===== config.mk =====
export PLATFORM = sky130hd
export DESIGN_NAME = sram_port_ctrl
export DESIGN_NICKNAME = d
export VERILOG_FILES = /design/src/rtl/sram_ctrl_pkg.sv /design/src/rtl/sram_cycle_timer.sv /design/src/rtl/sram_seq_fsm.sv /design/src/rtl/sram_pin_drive.sv /design/src/rtl/sram_port_ctrl.sv
export SDC_FILE = /design/constraint.sdc
export NUM_CORES = 1
export LEC_CHECK = 0
export ABC_CLOCK_PERIOD_IN_PS = 1500
export BUFFER_PORTS_ARGS = -buffer_cell sky130_fd_sc_hd__buf_2
export CAP_MARGIN = 20
export CORE_MARGIN = 10
export CORE_UTILIZATION = 44
export DETAILED_ROUTE_END_ITERATION = 16
export PLACE_DENSITY = 0.76
export SYNTH_ARGS = -nofsm -noshare
export SYNTH_HDL_FRONTEND = slang
export SYNTH_SLANG_ARGS = --single-unit

===== constraint.sdc =====
create_clock -name clk -period 1.5 [get_ports clk]
set_input_delay 0.375 -clock clk [delete_from_list [all_inputs] [get_ports clk]]
set_output_delay 0.375 -clock clk [all_outputs]
set_load 0.01 [all_outputs]

===== src/rtl/sram_ctrl_pkg.sv =====
package sram_ctrl_pkg;

  typedef enum logic [2:0] {
    ST_IDLE,
    ST_WR_SETUP,
    ST_WR_PULSE,
    ST_WR_HOLD,
    ST_RD_ACCESS
  } phase_e;

  // Required time in ns -> whole clock cycles, rounded up, never below one.
  function automatic int unsigned ns_to_cyc(int unsigned t_ns, int unsigned clk_ns);
    int unsigned r;
    r = (t_ns + clk_ns - 1) / clk_ns;
    if (r == 0) r = 1;
    return r;
  endfunction

  function automatic int unsigned umax(int unsigned a, int unsigned b);
    return (a > b) ? a : b;
  endfunction

endpackage


===== src/rtl/sram_cycle_timer.sv =====
module sram_cycle_timer #(
  parameter int unsigned CNT_W = 4
) (
  input  logic             clk,
  input  logic             rst_n,
  input  logic             load,
  input  logic [CNT_W-1:0] load_val,
  output logic             zero
);

  logic [CNT_W-1:0] cnt_q, cnt_d;
  logic             cnt_en;

  always_comb begin
    cnt_en = load || (cnt_q != '0);
    cnt_d  = load ? load_val : (cnt_q - 1'b1);
  end

  always_ff @(posedge clk or negedge rst_n) begin
    if (!rst_n) begin
      cnt_q <= '0;
    end else if (cnt_en) begin
      cnt_q <= cnt_d;
    end
  end

  assign zero = (cnt_q == '0);

endmodule


===== src/rtl/sram_seq_fsm.sv =====
module sram_seq_fsm
  import sram_ctrl_pkg::*;
#(
  parameter int unsigned CNT_W = 4,
  parameter int unsigned N_RD  = 14,
  parameter int unsigned N_PW  = 12,
  parameter int unsigned N_WH  = 1,
  parameter int unsigned N_HZ  = 5
) (
  input  logic             clk,
  input  logic             rst_n,
  input  logic             req_valid,
  input  logic             req_write,
  input  logic             ph_zero,
  input  logic             turn_zero,
  output phase_e           state,
  output logic             ph_load,
  output logic [CNT_W-1:0] ph_val,
  output logic             turn_load,
  output logic [CNT_W-1:0] turn_val,
  output logic             accept,
  output logic             capture,
  output logic             ack
);

  localparam logic [CNT_W-1:0] RD_LOAD = CNT_W'(N_RD - 1);
  localparam logic [CNT_W-1:0] PW_LOAD = CNT_W'(N_PW - 1);
  localparam logic [CNT_W-1:0] WH_LOAD = CNT_W'(N_WH - 1);
  localparam logic [CNT_W-1:0] HZ_LOAD = CNT_W'(N_HZ - 1);

  phase_e st_q, st_d;
  logic   ack_q, done;

  always_comb begin
    st_d      = st_q;
    ph_load   = 1'b0;
    ph_val    = '0;
    turn_load = 1'b0;
    turn_val  = '0;
    accept    = 1'b0;
    capture   = 1'b0;
    done      = 1'b0;
    unique case (st_q)
      ST_IDLE: begin
        if (req_valid && !ack_q) begin
          if (req_write) begin
            if (turn_zero) begin
              st_d   = ST_WR_SETUP;
              accept = 1'b1;
            end
          end else begin
            st_d    = ST_RD_ACCESS;
            accept  = 1'b1;
            ph_load = 1'b1;
            ph_val  = RD_LOAD;
          end
        end
      end
      ST_WR_SETUP: begin
        st_d    = ST_WR_PULSE;
        ph_load = 1'b1;
        ph_val  = PW_LOAD;
      end
      ST_WR_PULSE: begin
        if (ph_zero) begin
          st_d    = ST_WR_HOLD;
          ph_load = 1'b1;
          ph_val  = WH_LOAD;
        end
      end
      ST_WR_HOLD: begin
        if (ph_zero) begin
          st_d = ST_IDLE;
          done = 1'b1;
        end
      end
      ST_RD_ACCESS: begin
        if (ph_zero) begin
          st_d      = ST_IDLE;
          done      = 1'b1;
          capture   = 1'b1;
          turn_load = 1'b1;
          turn_val  = HZ_LOAD;
        end
      end
      default: st_d = ST_IDLE;
    endcase
  end

  always_ff @(posedge clk or negedge rst_n) begin
    if (!rst_n) begin
      st_q  <= ST_IDLE;
      ack_q <= 1'b0;
    end else begin
      st_q  <= st_d;
      ack_q <= done;
    end
  end

  assign state = st_q;
  assign ack   = ack_q;

endmodule


===== src/rtl/sram_pin_drive.sv =====
module sram_pin_drive
  import sram_ctrl_pkg::*;
#(
  parameter int unsigned ADDR_W = 20,
  parameter int unsigned DATA_W = 8
) (
  input  logic              clk,
  input  logic              rst_n,
  input  phase_e            state,
  input  logic              accept,
  input  logic              capture,
  input  logic [ADDR_W-1:0] req_addr,
  input  logic [DATA_W-1:0] req_wdata,
  input  logic [DATA_W-1:0] mem_dq_in,
  output logic [DATA_W-1:0] rd_data,
  output logic [ADDR_W-1:0] mem_addr,
  output logic              mem_sel_n,
  output logic              mem_sel,
  output logic              mem_oe_n,
  output logic              mem_we_n,
  output logic [DATA_W-1:0] mem_dq_out,
  output logic              mem_dq_oe
);

  logic [ADDR_W-1:0] addr_q;
  logic [DATA_W-1:0] wdat_q;
  logic [DATA_W-1:0] rdat_q;
  logic              active, in_write;

  always_ff @(posedge clk or negedge rst_n) begin
    if (!rst_n) begin
      addr_q <= '0;
      wdat_q <= '0;
    end else if (accept) begin
      addr_q <= req_addr;
      wdat_q <= req_wdata;
    end
  end

  always_ff @(posedge clk or negedge rst_n) begin
    if (!rst_n) begin
      rdat_q <= '0;
    end else if (capture) begin
      rdat_q <= mem_dq_in;
    end
  end

  always_comb begin
    active   = (state != ST_IDLE);
    in_write = (state == ST_WR_SETUP) || (state == ST_WR_PULSE) || (state == ST_WR_HOLD);
  end

  assign mem_addr   = addr_q;
  assign mem_dq_out = wdat_q;
  assign rd_data    = rdat_q;
  assign mem_sel_n  = !active;
  assign mem_sel    = active;
  assign mem_oe_n   = (state != ST_RD_ACCESS);
  assign mem_we_n   = (state != ST_WR_PULSE);
  assign mem_dq_oe  = in_write;

endmodule


===== src/rtl/sram_port_ctrl.sv =====
module sram_port_ctrl
  import sram_ctrl_pkg::*;
#(
  parameter int unsigned ADDR_W   = 20,
  parameter int unsigned DATA_W   = 8,
  parameter int unsigned CLK_NS   = 4,
  parameter int unsigned T_RC_NS  = 55,
  parameter int unsigned T_AA_NS  = 55,
  parameter int unsigned T_WC_NS  = 55,
  parameter int unsigned T_AW_NS  = 45,
  parameter int unsigned T_PWE_NS = 40,
  parameter int unsigned T_SD_NS  = 30,
  parameter int unsigned T_HD_NS  = 0,
  parameter int unsigned T_HZ_NS  = 20
) (
  input  logic              clk,
  input  logic              rst_n,
  input  logic              req_valid,
  input  logic              req_write,
  input  logic [ADDR_W-1:0] req_addr,
  input  logic [DATA_W-1:0] req_wdata,
  output logic              ack,
  output logic [DATA_W-1:0] rd_data,
  output logic [ADDR_W-1:0] mem_addr,
  output logic              mem_sel_n,
  output logic              mem_sel,
  output logic              mem_oe_n,
  output logic              mem_we_n,
  output logic [DATA_W-1:0] mem_dq_out,
  output logic              mem_dq_oe,
  input  logic [DATA_W-1:0] mem_dq_in
);

  localparam int unsigned N_RD = umax(ns_to_cyc(T_AA_NS, CLK_NS), ns_to_cyc(T_RC_NS, CLK_NS));
  localparam int unsigned N_PW = umax(umax(ns_to_cyc(T_PWE_NS, CLK_NS), ns_to_cyc(T_AW_NS, CLK_NS)),
                                      ns_to_cyc(T_SD_NS, CLK_NS));
  localparam int unsigned WC_C = ns_to_cyc(T_WC_NS, CLK_NS);
  localparam int unsigned WC_R = (WC_C > N_PW + 1) ? (WC_C - N_PW - 1) : 1;
  localparam int unsigned N_WH = umax(ns_to_cyc(T_HD_NS, CLK_NS), WC_R);
  localparam int unsigned N_HZ = ns_to_cyc(T_HZ_NS, CLK_NS);
  localparam int unsigned CNT_MAX = umax(umax(N_RD, N_PW), umax(N_WH, N_HZ));
  localparam int unsigned CNT_W   = $clog2(CNT_MAX + 1);

  // Reset: asserted asynchronously, released on a clock edge.
  logic rst_meta, rst_sync_n;
  always_ff @(posedge clk or negedge rst_n) begin
    if (!rst_n) begin
      rst_meta   <= 1'b0;
      rst_sync_n <= 1'b0;
    end else begin
      rst_meta   <= 1'b1;
      rst_sync_n <= rst_meta;
    end
  end

  phase_e           state;
  logic             ph_load, turn_load, ph_zero, turn_zero;
  logic [CNT_W-1:0] ph_val, turn_val;
  logic             accept, capture;

  sram_seq_fsm #(
    .CNT_W (CNT_W),
    .N_RD  (N_RD),
    .N_PW  (N_PW),
    .N_WH  (N_WH),
    .N_HZ  (N_HZ)
  ) fsm_i (
    .clk       (clk),
    .rst_n     (rst_sync_n),
    .req_valid (req_valid),
    .req_write (req_write),
    .ph_zero   (ph_zero),
    .turn_zero (turn_zero),
    .state     (state),
    .ph_load   (ph_load),
    .ph_val    (ph_val),
    .turn_load (turn_load),
    .turn_val  (turn_val),
    .accept    (accept),
    .capture   (capture),
    .ack       (ack)
  );

  sram_cycle_timer #(.CNT_W(CNT_W)) phase_tmr_i (
    .clk      (clk),
    .rst_n    (rst_sync_n),
    .load     (ph_load),
    .load_val (ph_val),
    .zero     (ph_zero)
  );

  sram_cycle_timer #(.CNT_W(CNT_W)) turn_tmr_i (
    .clk      (clk),
    .rst_n    (rst_sync_n),
    .load     (turn_load),
    .load_val (turn_val),
    .zero     (turn_zero)
  );

  sram_pin_drive #(
    .ADDR_W (ADDR_W),
    .DATA_W (DATA_W)
  ) pins_i (
    .clk        (clk),
    .rst_n      (rst_sync_n),
    .state      (state),
    .accept     (accept),
    .capture    (capture),
    .req_addr   (req_addr),
    .req_wdata  (req_wdata),
    .mem_dq_in  (mem_dq_in),
    .rd_data    (rd_data),
    .mem_addr   (mem_addr),
    .mem_sel_n  (mem_sel_n),
    .mem_sel    (mem_sel),
    .mem_oe_n   (mem_oe_n),
    .mem_we_n   (mem_we_n),
    .mem_dq_out (mem_dq_out),
    .mem_dq_oe  (mem_dq_oe)
  );

endmodule


==> results.toml <==
[critical_path]
critPathKind = "flip-flop to flip-flop"
cp-end-kind = "flip-flop"
cp.required_ns = 1.68
crit_path_max_fanout = 7
r2r_end = "pins_i.mem_addr[16]"
timing.rr.start = "turn_tmr_i.cnt_q[0]"
cp.arrival_ns = 2.15
ff2ff_setup_slack_ns = -0.47
start_kind = "flip-flop"
ff2ff_path_depth = 7

[cells_and_area]
drive_above_1_share_pct = 70.4
diodes = 0
fin_util_pct = 69.6
syn2layout_area_growth_pct = 52.5
nets = 316
num-fill-cells = 326

[drt]
drt-vias-per-instance = 4.87
routed_wl_um = 5930
num_vias = 1660
drc = 0
drt_iter0_drc = 39
wl_per_cell_um = 17.4
dr.pass1.iters = 4
ant_nets = 0

[logic_synthesis]
ys_ff_latch = 50
yosysMostFrequentCell = "dfrtp_1"
ys.flop_type = "dfrtp_1"
synth_edf_count = 0
synth_nets = 190
ys_warn_count = 0
avgSynthCellArea_um2 = 14.7
synthArstFlopShare_pct = 100
syn_area_um2 = 2160
synth_top_area_share_pct = 58.0
synth_top_cell_by_area = "dfrtp_1"
synth_area_leaders = "dfrtp_1 58%, mux2_4 14%, mux2_2 8.4%"
synth_common_cells = "50 x dfrtp_1, 20 x mux2_4, 16 x mux2_2, 8 x nor2_1, 7 x inv_1"
postSynthCellCount = 147
synth_cell_types = 35
synth.yosys.seq_area_share_pct = 58.0

[clock_network]
cts.path.max_buffers = 2
cts_root_buf = "clkbuf_8"
numCtsBuffers = 5
cts_max_level = 2
tritoncts = "yes"
clkTransAtPathRegs_ns = 0.09
clock-sinks = 50
clk_latency_ns = 0.29

[grt]
use_met2_pct = 23.7
grt_pass1_vias = 1859
grt-ovfl-total = 0
grt_max_degree = 26
antenna_found_initial = 0
grt.total_usage_pct = 14.0
top_usage_layer = "met2"
use_met1_pct = 16.8
grt_first_pass_wirelength_um = 9420
grt_util_met3_pct = 4.57

[pwr]
p_leak_nw = 1.65
p_int_mw = 4.44
vdd_drop_max_uv = 934
clkPwrFrac_pct = 12.2
switching_share_pct = 33.2
pwr-share-comb_pct = 52.6
p_total_mw = 6.64
power.switching_mw = 2.20
p_seq_share_pct = 35.2
power.density_nw_per_um2 = 2020

[timing]
finalCriticalPeriod_ns = 1.97
drv_slew = 0
hold-worst-slack_ns = 0.261
post-route-period-util_pct = 131
max_freq_mhz = 507
rsz0062_at_grt = "true"
setup_viol = 47
finalHoldViolCount = 0
setup_ws_ns = -0.471
skew_ns = 0.00693

[run_status]
status = "finished, violations left"
violations = "negative setup slack"

[placement]
preCtsSetupSlack_ns = -0.489
gp_congestion = 0.762
port_buffers = 81
dp_hpwl_um = 3910

[floorplan]
fp.dieW_um = 90.0
ios = 82
core.rowCount = 25
core_region_area_um2 = 4720
start_util_pct = 45.6
fp.dieArea_um2 = 8100
die_height_um = 90.0

[job]
cap_violations = 0

[min_path]
hp-class = "flip-flop to async pin"
==> critical path, stage by stage (launching register included) <==
cell and delay (ns):
dfrtp_1 0.38, inv_1 0.06, ha_2 0.17, or3b_4 0.40
a211oi_4 0.21, buf_4 0.17, clkbuf_16 0.16, mux2_4 0.30
==> logic make-up after synthesis <==
group	Yosys count	synth area share, %
AOI/OAI and AO/OA	10	4.06
muxes	38	23.2
other	1	0.174
buffers and inverters	13	3.48
xor gates and xnor gates	3	1.22
DFF	50	58.0
and+or+nand+nor	29	8.07
adders and majority gates	3	1.74
==> worst max-delay path by stage <==
stage / from / to / slack, ns
6_report: turn_tmr_i.cnt_q[0] / pins_i.mem_addr[16] / -0.47
5_1_grt: turn_tmr_i.cnt_q[0] / pins_i.mem_addr[5] / -0.55
4_1_cts: turn_tmr_i.cnt_q[0] / pins_i.mem_addr[7] / -0.45
3_5_place_dp: turn_tmr_i.cnt_q[0] / pins_i.mem_addr[17] / -0.49
3_3_place_gp: turn_tmr_i.cnt_q[0] / pins_i.mem_addr[18] / -0.44
2_1_floorplan: turn_tmr_i.cnt_q[0] / pins_i.mem_addr[0] / -0.67
==> timing repair <==
action	CTS	global route
setup endpoints to repair	43	48
cloned	2	2
gates resized for setup	31	14
hold buffers	1	0
hold endpoints to repair	2	0
pin swaps	6	6
buffers inserted	11	7
==> power by group through the flow <==
stage / sequential, mW / clock [mW] / combinational, mW
2_1_floorplan: 2.61 / 0 / 1.43
3_3_place_gp: 2.31 / 0 / 2.78
3_5_place_dp: 2.33 / 0 / 2.85
4_1_cts: 2.33 / 0.828 / 3.27
5_1_grt: 2.42 / 0.880 / 3.77
6_report: 2.34 / 0.807 / 3.49
==> routing by layer <==
metal  wire (um)  up-vias
met3         401        2
met1        2550      839
li1            -      762
met2        2970       57
met5           0        -
met4          15        0
==> cell usage in the layout, fill, tap and decap left out, types with 3 or more instances in the layout <==
master / synthesis / routed
buf_2: 3 / 77
buf_4: 0 / 30
buf_6: 3 / 12
clkbuf_8: 0 / 6
dfrtp_1: 50 / 49
inv_1: 7 / 4
inv_2: 0 / 3
mux2_2: 16 / 3
mux2_4: 20 / 33
nand3_1: 3 / 3
nor2_1: 8 / 5
==> state kept, by name (all words and copies together), names as in the netlist <==
register	flops
phase_tmr_i.cnt_q	4
pins_i.mem_addr	20
pins_i.rd_data	8
fsm_i.state	3
fsm_i.ack	1
rst_meta	1
turn_tmr_i.cnt_q	4
pins_i.mem_dq_out	8
rst_sync_n	1
==> layout make-up <==
class | count | area (um^2) | area share, %
Sequential cell | 50 | 1250 | 38.1
Tap cell | 67 | 83.8 | 2.55
Clock buffer | 6 | 82.6 | 2.51
Inverter | 7 | 26.3 | 0.799
Clock inverter | 2 | 12.5 | 0.381
Timing Repair Buffer | 124 | 846 | 25.7
Multi-Input combinational cell | 85 | 983 | 29.9
==> through the flow <==
| stage | TNS [ns] | instance area (um^2) | cells |
|---|---|---|---|
| finish | -15.27 | 3290 | 341 |
| global route | -18.61 | 3290 | 341 |
| CTS | -14.47 | 3170 | 334 |
| detailed placement | -13.93 | 2830 | 312 |
| global placement | -13.06 | 2830 | 312 |
| floorplan | -19.58 | 2220 | 147 |
Power figures use the tool's default switching activity.
